==> config.mk <==
export PLATFORM = sky130hd
export DESIGN_NAME = nand_seq
export DESIGN_NICKNAME = d
export VERILOG_FILES = /design/src/rtl/nseq_pkg.sv /design/src/rtl/nseq_strobe.sv /design/src/rtl/nseq_rbwait.sv /design/src/rtl/nand_seq.sv
export SDC_FILE = /design/constraint.sdc
export NUM_CORES = 1
export LEC_CHECK = 0
export BUFFER_PORTS_ARGS = -buffer_cell sky130_fd_sc_hd__buf_2
export CORE_MARGIN = 4
export CORE_UTILIZATION = 55
export DETAILED_ROUTE_END_ITERATION = 16
export PLACE_DENSITY = 0.82
export SKIP_LAST_GASP = 1
export SLEW_MARGIN = 0
export SYNTH_ARGS = -nofsm -noshare
export SYNTH_HDL_FRONTEND = slang
export SYNTH_HIERARCHICAL = 1
export SYNTH_SLANG_ARGS = --single-unit
export TNS_END_PERCENT = 30
==> constraint.sdc <==
create_clock -name clk -period 3.1 [get_ports clk]
set_input_delay 0.31 -clock clk [delete_from_list [all_inputs] [get_ports clk]]
set_output_delay 0.31 -clock clk [all_outputs]
set_load 0.1 [all_outputs]
==> src/rtl/nseq_pkg.sv <==
`timescale 1ns/1ps
// Shared types and constants for the NAND command sequencer.
package nseq_pkg;
    localparam int BYTE_W      = 8;
    localparam int ADDR_CYCLES = 3;

    typedef enum logic [2:0] {
        OP_READ   = 3'd0,
        OP_PROG   = 3'd1,
        OP_ERASE  = 3'd2,
        OP_ID     = 3'd3,
        OP_STATUS = 3'd4
    } nseq_op_e;

    typedef enum logic [3:0] {
        S_IDLE, S_CMD, S_ADDR, S_WDATA, S_CONF,
        S_WAIT, S_RDATA, S_SCMD, S_SRD, S_END
    } nseq_st_e;

    localparam logic [7:0] CMD_RD_A   = 8'h00;
    localparam logic [7:0] CMD_RD_B   = 8'h01;
    localparam logic [7:0] CMD_RD_C   = 8'h50;
    localparam logic [7:0] CMD_PROG   = 8'h80;
    localparam logic [7:0] CMD_PCONF  = 8'h10;
    localparam logic [7:0] CMD_ERASE  = 8'h60;
    localparam logic [7:0] CMD_ECONF  = 8'hD0;
    localparam logic [7:0] CMD_ID     = 8'h90;
    localparam logic [7:0] CMD_STATUS = 8'h70;
endpackage

==> src/rtl/nseq_strobe.sv <==
`timescale 1ns/1ps
// Strobe generator: one write or read strobe per start request.
// Low phase then a hold phase; fin marks the last hold cycle and sample
// the last low cycle of a read. Assumes start only arrives while idle.
module nseq_strobe #(
    parameter int WR_LOW  = 5,
    parameter int WR_HIGH = 4,
    parameter int RD_LOW  = 5,
    parameter int RD_HIGH = 4,
    localparam int MAXC   = (WR_LOW > WR_HIGH ? WR_LOW : WR_HIGH) > (RD_LOW > RD_HIGH ? RD_LOW : RD_HIGH)
                          ? (WR_LOW > WR_HIGH ? WR_LOW : WR_HIGH) : (RD_LOW > RD_HIGH ? RD_LOW : RD_HIGH),
    localparam int CW     = $clog2(MAXC + 1)
) (
    input  logic clk,
    input  logic rst_n,
    input  logic start,
    input  logic is_rd,
    output logic we_n,
    output logic re_n,
    output logic idle,
    output logic fin,
    output logic sample
);
    typedef enum logic [1:0] {P_IDLE, P_LOW, P_HIGH} ph_e;
    ph_e           ph;
    logic [CW-1:0] cnt;
    logic          rd;

    // Phase and width counter.
    always_ff @(posedge clk) begin
        if (!rst_n) begin
            ph  <= P_IDLE;
            cnt <= '0;
            rd  <= 1'b0;
        end else begin
            case (ph)
                P_IDLE: if (start) begin
                    ph  <= P_LOW;
                    rd  <= is_rd;
                    cnt <= is_rd ? CW'(RD_LOW - 1) : CW'(WR_LOW - 1);
                end
                P_LOW: if (cnt == '0) begin
                    ph  <= P_HIGH;
                    cnt <= rd ? CW'(RD_HIGH - 1) : CW'(WR_HIGH - 1);
                end else cnt <= cnt - 1'b1;
                default: if (cnt == '0) ph <= P_IDLE;
                         else cnt <= cnt - 1'b1;
            endcase
        end
    end

    // Strobe outputs and phase flags.
    always_comb begin
        we_n   = !(ph == P_LOW && !rd);
        re_n   = !(ph == P_LOW && rd);
        idle   = (ph == P_IDLE);
        fin    = (ph == P_HIGH) && (cnt == '0);
        sample = (ph == P_LOW) && (cnt == '0) && rd;
    end

    assert_fall_after_gap_R6: assert property (@(posedge clk) disable iff (!rst_n)
        ($fell(we_n) || $fell(re_n)) |-> ($past(ph) == P_IDLE));
    assert_start_when_idle_R6: assert property (@(posedge clk) disable iff (!rst_n)
        (ph == P_LOW && $past(ph) == P_IDLE) |-> $past(start));
endmodule

==> src/rtl/nseq_rbwait.sv <==
`timescale 1ns/1ps
// Ready/busy watcher: synchronizes the open-drain busy line and, while
// active, reports done once the settle window has passed and the line is
// high, or a timeout after TMO_CYC cycles. Assumes TMO_CYC > WB_CYC.
module nseq_rbwait #(
    parameter int WB_CYC  = 4,
    parameter int TMO_CYC = 4000,
    localparam int CW     = $clog2(TMO_CYC + 1)
) (
    input  logic clk,
    input  logic rst_n,
    input  logic active,
    input  logic rb_n,
    output logic rb_ok,
    output logic done_o,
    output logic tmo_o
);
    logic          s1, s2;
    logic [CW-1:0] cnt;

    // Two-flop synchronizer, reset to ready.
    always_ff @(posedge clk) begin
        if (!rst_n) begin
            s1 <= 1'b1;
            s2 <= 1'b1;
        end else begin
            s1 <= rb_n;
            s2 <= s1;
        end
    end

    // Wait-length counter, saturating at the timeout.
    always_ff @(posedge clk) begin
        if (!rst_n)                  cnt <= '0;
        else if (!active)            cnt <= '0;
        else if (cnt != CW'(TMO_CYC)) cnt <= cnt + 1'b1;
    end

    // Result flags.
    always_comb begin
        rb_ok  = s2;
        done_o = active && (cnt >= CW'(WB_CYC)) && s2;
        tmo_o  = active && (cnt == CW'(TMO_CYC)) && !done_o;
    end

    assert_tmo_leaves_wait_R9: assert property (@(posedge clk) disable iff (!rst_n)
        tmo_o |=> !active);
endmodule

==> src/rtl/nand_seq.sv <==
`timescale 1ns/1ps
// NAND flash host command sequencer (top).
// Turns one request into command/address/data/confirm bus cycles, waits on
// ready/busy, streams read bytes and reports status. Assumes the host keeps
// wd_data at the next program byte after each wd_take pulse.
module nand_seq import nseq_pkg::*; #(
    parameter int PAGE_BYTES = 528,
    parameter int WP_CYC     = 5,
    parameter int WH_CYC     = 4,
    parameter int RP_CYC     = 5,
    parameter int RH_CYC     = 4,
    parameter int WB_CYC     = 4,
    parameter int TMO_CYC    = 4000,
    localparam int LEN_W     = $clog2(PAGE_BYTES + 1),
    localparam int ADDR_W    = BYTE_W * ADDR_CYCLES
) (
    input  logic              clk,
    input  logic              rst_n,
    input  logic              req_valid,
    output logic              req_ready,
    input  logic [2:0]        req_op,
    input  logic [1:0]        req_ptr,
    input  logic [ADDR_W-1:0] req_addr,
    input  logic [LEN_W-1:0]  req_len,
    input  logic [BYTE_W-1:0] wd_data,
    output logic              wd_take,
    output logic              rd_valid,
    output logic [BYTE_W-1:0] rd_data,
    output logic              done,
    output logic              fail,
    output logic              tmo_err,
    output logic              ce_n,
    output logic              cle,
    output logic              ale,
    output logic              we_n,
    output logic              re_n,
    output logic [BYTE_W-1:0] io_out,
    output logic              io_oe,
    input  logic [BYTE_W-1:0] io_in,
    input  logic              rb_n
);
    nseq_st_e          state;
    nseq_op_e          op_r;
    logic [1:0]        ptr_r;
    logic [ADDR_W-1:0] addr_r;
    logic [LEN_W-1:0]  len_r, idx;
    logic              fail_r, tmo_r, rd_valid_r;
    logic [BYTE_W-1:0] rd_data_r, cmd_byte, addr_byte;
    logic [1:0]        last_addr;
    logic              bus_st, rd_st, start, p_idle, fin, sample;
    logic              rb_ok, wait_done, wait_tmo;

    nseq_strobe #(.WR_LOW(WP_CYC), .WR_HIGH(WH_CYC), .RD_LOW(RP_CYC), .RD_HIGH(RH_CYC)) u_strobe (
        .clk(clk), .rst_n(rst_n), .start(start), .is_rd(rd_st),
        .we_n(we_n), .re_n(re_n), .idle(p_idle), .fin(fin), .sample(sample));

    nseq_rbwait #(.WB_CYC(WB_CYC), .TMO_CYC(TMO_CYC)) u_rbwait (
        .clk(clk), .rst_n(rst_n), .active(state == S_WAIT), .rb_n(rb_n),
        .rb_ok(rb_ok), .done_o(wait_done), .tmo_o(wait_tmo));

    // Byte selection for command and address cycles.
    always_comb begin
        case (state)
            S_CMD: case (op_r)
                OP_READ:  cmd_byte = (ptr_r == 2'd0) ? CMD_RD_A : (ptr_r == 2'd1) ? CMD_RD_B : CMD_RD_C;
                OP_PROG:  cmd_byte = CMD_PROG;
                OP_ERASE: cmd_byte = CMD_ERASE;
                OP_ID:    cmd_byte = CMD_ID;
                default:  cmd_byte = CMD_STATUS;
            endcase
            S_CONF:  cmd_byte = (op_r == OP_PROG) ? CMD_PCONF : CMD_ECONF;
            default: cmd_byte = CMD_STATUS;
        endcase
        case (op_r)
            OP_ID:    addr_byte = 8'h00;
            OP_ERASE: addr_byte = idx[0] ? addr_r[23:16] : addr_r[15:8];
            default: case (idx[1:0])
                2'd0:    addr_byte = addr_r[7:0];
                2'd1:    addr_byte = addr_r[15:8];
                default: addr_byte = addr_r[23:16];
            endcase
        endcase
        last_addr = (op_r == OP_ERASE) ? 2'd1 : (op_r == OP_ID) ? 2'd0 : 2'd2;
    end

    // Bus control decode.
    always_comb begin
        rd_st     = (state == S_RDATA) || (state == S_SRD);
        bus_st    = rd_st || (state == S_CMD) || (state == S_ADDR) || (state == S_WDATA)
                 || (state == S_CONF) || (state == S_SCMD);
        start     = bus_st && p_idle;
        cle       = (state == S_CMD) || (state == S_CONF) || (state == S_SCMD);
        ale       = (state == S_ADDR);
        io_oe     = bus_st && !rd_st;
        io_out    = (state == S_ADDR) ? addr_byte : (state == S_WDATA) ? wd_data : cmd_byte;
        ce_n      = (state == S_IDLE) || (state == S_END);
        req_ready = (state == S_IDLE) && rb_ok;
        wd_take   = fin && (state == S_WDATA);
        done      = (state == S_END);
        fail      = fail_r;
        tmo_err   = tmo_r;
        rd_valid  = rd_valid_r;
        rd_data   = rd_data_r;
    end

    // Operation sequencing.
    always_ff @(posedge clk) begin
        if (!rst_n) begin
            state  <= S_IDLE;
            op_r   <= OP_STATUS;
            ptr_r  <= '0;
            addr_r <= '0;
            len_r  <= '0;
            idx    <= '0;
            fail_r <= 1'b0;
            tmo_r  <= 1'b0;
        end else begin
            case (state)
                S_IDLE: if (req_valid && req_ready) begin
                    op_r   <= (req_op > 3'd4) ? OP_STATUS : nseq_op_e'(req_op);
                    ptr_r  <= req_ptr;
                    addr_r <= req_addr;
                    idx    <= '0;
                    fail_r <= 1'b0;
                    tmo_r  <= 1'b0;
                    len_r  <= (req_op == 3'd3) ? LEN_W'(2)
                            : (req_op == 3'd0 || req_op == 3'd1) ? req_len : LEN_W'(1);
                    state  <= S_CMD;
                end
                S_CMD: if (fin) state <= (op_r == OP_STATUS) ? S_RDATA : S_ADDR;
                S_ADDR: if (fin) begin
                    if (idx[1:0] == last_addr) begin
                        idx <= '0;
                        case (op_r)
                            OP_READ:  state <= S_WAIT;
                            OP_PROG:  state <= (len_r == '0) ? S_CONF : S_WDATA;
                            OP_ERASE: state <= S_CONF;
                            default:  state <= S_RDATA;
                        endcase
                    end else idx <= idx + 1'b1;
                end
                S_WDATA: if (fin) begin
                    if (idx == len_r - LEN_W'(1)) begin
                        idx   <= '0;
                        state <= S_CONF;
                    end else idx <= idx + 1'b1;
                end
                S_CONF: if (fin) state <= S_WAIT;
                S_WAIT: begin
                    if (wait_done)
                        state <= (op_r != OP_READ) ? S_SCMD : (len_r == '0) ? S_END : S_RDATA;
                    else if (wait_tmo) begin
                        tmo_r <= 1'b1;
                        state <= S_END;
                    end
                end
                S_RDATA: if (fin) begin
                    if (idx == len_r - LEN_W'(1)) begin
                        idx   <= '0;
                        state <= S_END;
                    end else idx <= idx + 1'b1;
                end
                S_SCMD: if (fin) state <= S_SRD;
                S_SRD: begin
                    if (sample) fail_r <= io_in[0];
                    if (fin) state <= S_END;
                end
                default: state <= S_IDLE;
            endcase
        end
    end

    // Read byte capture into the output stream.
    always_ff @(posedge clk) begin
        if (!rst_n) begin
            rd_valid_r <= 1'b0;
            rd_data_r  <= '0;
        end else begin
            rd_valid_r <= sample && (state == S_RDATA);
            if (sample && (state == S_RDATA)) rd_data_r <= io_in;
        end
    end

    assert_no_overlap_R7: assert property (@(posedge clk) disable iff (!rst_n)
        !(!we_n && !re_n));
    assert_float_on_read_R7: assert property (@(posedge clk) disable iff (!rst_n)
        !re_n |-> !io_oe);
    assert_idle_blocked_R8: assert property (@(posedge clk) disable iff (!rst_n)
        (state == S_IDLE && !rb_ok) |=> (state == S_IDLE));
    assert_quiet_in_wait_R8: assert property (@(posedge clk) disable iff (!rst_n)
        (state == S_WAIT) |-> (we_n && re_n));
    assert_ce_with_strobe_R10: assert property (@(posedge clk) disable iff (!rst_n)
        (!we_n || !re_n) |-> !ce_n);
endmodule

After elaboration in Yosys (flattened, before gate mapping)
Index checks and enable logic that the tools add are counted.
- $add $sub $neg: 4
- multiply operators: 0
- div/mod/pow operators: 0
- magnitude comparators: 2
- equality and inequality tests: 42
- shift operators: 0
- muxes and demuxes: 54
- bitwise logic cells: 0
- reductions and logical operators: 53
- operator list (operator ; count):
    $mux 10 ; 7
    $mux 4 ; 15
    $pmux 8 s2 ; 3
    $pmux 4 s9 ; 1
    $mux 8 ; 4
    $pmux 8 s4 ; 1
    $pmux 10 s3 ; 1
    $ne 2x2->1 const B ; 11
    $mux 3 ; 6
    $eq 4x3->1 const B ; 4
    $logic_and 1x1->1 ; 15
    $mux 7 ; 2
    $add 12x1->12 const B ; 1
    $eq 12x12->1 const B ; 1
    $ge 12x3->1 const B ; 1
    $ne 12x12->1 const B ; 1
    $ne 2x1->1 const B ; 6
    $reduce_and 12->1 ; 1
    $add 10x1->10 const B ; 1
    $eq 10x10->1 ; 1
    $logic_not 10->1 ; 1
    $logic_or 1x1->1 ; 10
    $mux 2 ; 5
    $sub 10x1->10 const B ; 1
    27 further kinds ; 55
- bits in registers: 84
- bits in latches: 0
- RAM bits: 0
- memory bits (read-only): 0
- bits of input ports: 59
- output and inout bits: 28
- logic and storage cells: 171
- memories: 0

Logic depth before layout (Yosys ltp)
- depth in word-level cells: 10
- depth in mapped cells: 11
- gate-level depth less buffers: 10

Cells and area by module
The synthesis kept the hierarchy.
- by module, submodules not included (module ; times used ; cells an instance ; area an instance (sq um) ; seq. area each (sq um)):
    nand_seq ; 1 ; 505 ; 3763.6 ; 1281.2
    nseq_rbwait ; 1 ; 81 ; 708.2 ; 280.3
    nseq_strobe ; 1 ; 41 ; 346.6 ; 120.1

Worst setup path before layout
No wires, ideal clock.
- kind: reg2out
- start: reg idx[0]
- end: out io_out[4]
- data arrival time: 3.737 ns
- data required time: 2.790 ns
- setup slack: -0.947 ns
- stages on the path, launching flop included: 7
- path buffers: 1
- path through: dfxtp_1 -> clkbuf_1 -> inv_1 -> ha_1 -> o31ai_1 -> a222oi_1 -> o21ai_0
- longest elaborated chain between the ends: 4
- RTL lines (what ; RTL line ; source):
    from (decl) ; nand_seq.sv:46 ; logic [LEN_W-1:0] len_r, idx;
    from (signal assigned) ; nand_seq.sv:140 ; end else idx <= idx + 1'b1;
    from (signal assigned) ; nand_seq.sv:146 ; end else idx <= idx + 1'b1;
    from (signal assigned) ; nand_seq.sv:161 ; end else idx <= idx + 1'b1;
    $eq 2x1->1 / $logic_not 2->1 (equally long branches) ; nand_seq.sv:77 ; default: case (idx[1:0])
    $pmux 8 s2 ; nand_seq.sv:77 ;
    $pmux 8 s2 (*) ; nand_seq.sv:74 ; case (op_r)
    $mux 8 (*) ; nand_seq.sv:95 ; io_out = (state == S_ADDR) ? addr_byte : (state == S_WDATA) ? wd_data : cmd_byte;
    to (decl) ; nand_seq.sv:37 ; output logic [BYTE_W-1:0] io_out,
Every way passes the cells marked *; elsewhere a longest branch is shown, timed or not.

Worst setup path after layout
- start: reg op_r[1]
- end: out io_out[0]
- longest elaborated chain between the ends: 5
- RTL lines (what ; RTL line ; source):
    from (decl) ; nand_seq.sv:43 ; nseq_op_e op_r;
    from (signal assigned) ; nand_seq.sv:120 ; op_r <= (req_op > 3'd4) ? OP_STATUS : nseq_op_e'(req_op);
    $eq 3x2->1 (tied with other cells) ; nand_seq.sv:64, nand_seq.sv:74 ;
    $pmux 8 s4 ; nand_seq.sv:64 ; S_CMD: case (op_r)
    $pmux 8 s2 ; nand_seq.sv:63 ; case (state)
    $mux 8 ; nand_seq.sv:95 ;
    $mux 8 (*) ; nand_seq.sv:95 ;
Marks and branches as above.

==> reports/results.ini <==
[layout]
drive_gt1_frac = 0.185
nets = 761
area_delta_synth_final_pct = 14.5
antenna_cells = 0

[detailed_routing]
avgViaCountPerCell = 6.11
dr_total_vias = 4915
drc_errors = 0
drt_first_pass_iters = 5
dr.first_iter.drc_count = 470
ant_nets = 0
totalWireLength_um = 12800
routedWlPerCell_um = 15.9

[floorplan]
die-area_mm2 = 0.0103
die_w_um = 102
initial_core_util = 0.575
fp.dieH_um = 102
io_pins = 87
rows = 33
coreArea_mm2 = 0.00838

[sta]
fmaxAchievable_ghz = 0.346
setup-violations-final = 0
min_period_ps = 2890
finalWorstSetupSlack_ps = 206
tightest_slew_ps = 774
skew_ps = 10.0
max_slew_margin = 0.480
finalHoldViolations = 0
finalCritPeriodShare = 0.934
rsz0062_at_grt = false
slew_viol_final = 0

[clock_network]
clk_latency_ps = 360
cts_tree = built
cts_root_buf = clkbuf_8
cts_sinks = 84
path_clk_slew_ps = 90
cts_hold_buf = 0
cts_made_buffers = 9
postCtsSetupBuffers = 0
htree_levels = 3
clockBufferDepth = 2

[place]
post-place-ws_ps = 448
place_hpwl_um = 9140
routabilityCongestion = 0.859
port_buffers = 86

[setup_path]
crit_fanout = 9
endpoint_kind = primary output
required_ps = 2790
worstSetupPathType = reg2out
critPathLaunchType = register
crit_arrival_ps = 2580

[synthesis]
syn-num-nets = 694
yosysWarnings = 6
ys_async_sr_fraction = 0
ys_top_cells_by_area = dfxtp_1 (35%), nand2_1 (8.0%), a21oi_1 (6.9%), mux2i_1 (4.6%), nor2_1 (4.2%)
synth_ff_type = dfxtp_1
synth_edf_count = 0
ys_seq_area_frac = 0.349
ys_ff_latch = 84
syn_inst = 627
syn_area_mm2 = 0.00482
avgSynthCellArea_um2 = 7.68
yosysTopAreaCell = dfxtp_1
synth_cell_types = 71
synth_top_cell_area_share = 0.349

[global_route]
grt_pass1_wl_um = 20700
grt_use_total = 0.246
antenna_found_initial = 0
grt_pass1_vias = 4522
grt_overflow_total = 0
grt_max_degree = 59

[power_and_ir_drop]
vdd_drop_max_mv = 0.723
power.total_mw = 4.81
power.leakage_nw = 2.22
pwr_density_cell_mw_per_mm2 = 871

[outcome]
status = completed

[job]
drv_cap = 0

[hold_path]
hp-class = in2reg

-- worst max-delay path, stage by stage, from the launching register on --
cell	delay, ps
dfxtp_1	500
nor2b_1	430
buf_4	210
nand2_1	90
o22ai_1	210
mux2i_1	110
o21ai_1	200
buf_2	460
-- sequential cells by signal (all words and copies together) (netlist names) --
name	cells
rd_valid	1
idx	10
u_rbwait/cnt	12
u_strobe/cnt	3
u_rbwait/rb_ok	1
addr_r	24
rd_data	8
state	4
u_rbwait/s1	1
fail	1
ptr_r	2
u_strobe/rd	1
op_r	3
u_strobe/ph	2
len_r	10
tmo_err	1
-- kinds of logic (layout without fill, tap and decap cells) --
logic type,count (synthesis),after routing,share of synthesized area
flops,84,84,0.349
compound gates,166,166,0.224
fa+ha+maj,8,8,0.0208
xor+xnor,20,20,0.0364
simple gates,261,261,0.267
mux,23,23,0.0480
buf+inv,65,137,0.0548
-- what timing repair did --
item,CTS,global route
resized for setup,0,1
setup endpoints to repair,0,5
hold endpoints to repair,0,0
-- cell type report --
class / instances / area (um2)
clock buffers: 12 / 145
clock inverters: 4 / 72.6
fillers: 702 / 2860
inverters: 24 / 90.1
multi-input cells: 478 / 2890
flip-flops and latches: 84 / 1680
well taps: 105 / 131
repair buffers: 97 / 513
-- layout by cell type (no fill, tap or decap), types with 4 or more instances in the layout --
master,instances
inv_1,24
nor2_1,53
o22ai_1,4
buf_4,11
a222oi_1,5
a31oi_1,9
a211oi_1,6
a21oi_1,66
nand2b_1,10
nor2b_1,10
o211ai_1,10
nand4_1,5
and3_1,5
nand3_1,21
o21ai_0,9
xnor2_1,12
xor2_1,8
nand3b_1,4
or4_1,5
buf_2,86
or3_1,10
nand2_1,103
nor4_1,4
ha_1,8
dfxtp_1,84
o21ai_1,10
mux2i_1,22
o2111ai_1,6
clkbuf_8,10
nor3_1,9
o31ai_1,8
-- where the power goes --
part / internal [mW] / leakage (nW) / switching, mW
registers: 1.22 / 0.683 / 0.178
logic: 0.730 / 1.43 / 1.82
clock network: 0.475 / 0.107 / 0.390
-- cell usage after synthesis (6+ instances only) --
cell and number:
nand3_1 21, inv_1 24, nor3_1 9, or3_1 10, xor2_1 8, o2111ai_1 6, nor2_1 54, clkbuf_1 32
nand2b_1 10, a211oi_1 7, ha_1 8, mux2i_1 22, dfxtp_1 84, a21oi_1 66, nand2_1 103, o21ai_1 8
xnor2_1 12, nor2b_1 10, o211ai_1 10, o31ai_1 9, a31oi_1 9, o21ai_0 11
-- path summary, 6_finish.rpt --
kind | start | endpoint | slack (ps) | cells past startpoint
min reg2reg | u_rbwait/s1$_SDFF_PN1_ | u_rbwait/rb_ok$_SDFF_PN1_ | 450 | 1
max | op_r[1]$_SDFFE_PN0P_ | io_out[0] | 210 | 7
max reg2reg | state[2]$_SDFFE_PN0P_ | state[2]$_SDFFE_PN0P_ | 440 | 9
min | rb_n | u_rbwait/s1$_SDFF_PN1_ | 130 | 2
-- per-layer routing --
metal | wire [um] | GRT usage | vias up
met5 | 0 | 0 | -
met4 | 277 | 0.0900 | 0
met3 | 896 | 0.0434 | 31
met2 | 6200 | 0.421 | 221
met1 | 5430 | 0.309 | 2282
li1 | - | - | 2381
-- metrics by stage --
step / utilization / TNS [ps] / hold WS [ps] / cells / instance area [um2]
4_1_cts: 0.658 / 0 / 126 / 804 / 5510
5_1_grt: 0.658 / 0 / 139 / 804 / 5520
2_1_floorplan: - / -1100 / 383 / 627 / 4820
6_report: 0.658 / 0 / 131 / 804 / 5520
3_5_place_dp: 0.632 / 0 / 420 / 788 / 5300
3_3_place_gp: 0.632 / 0 / 399 / 788 / 5300
Note: power is estimated with default switching activity, not from simulation.
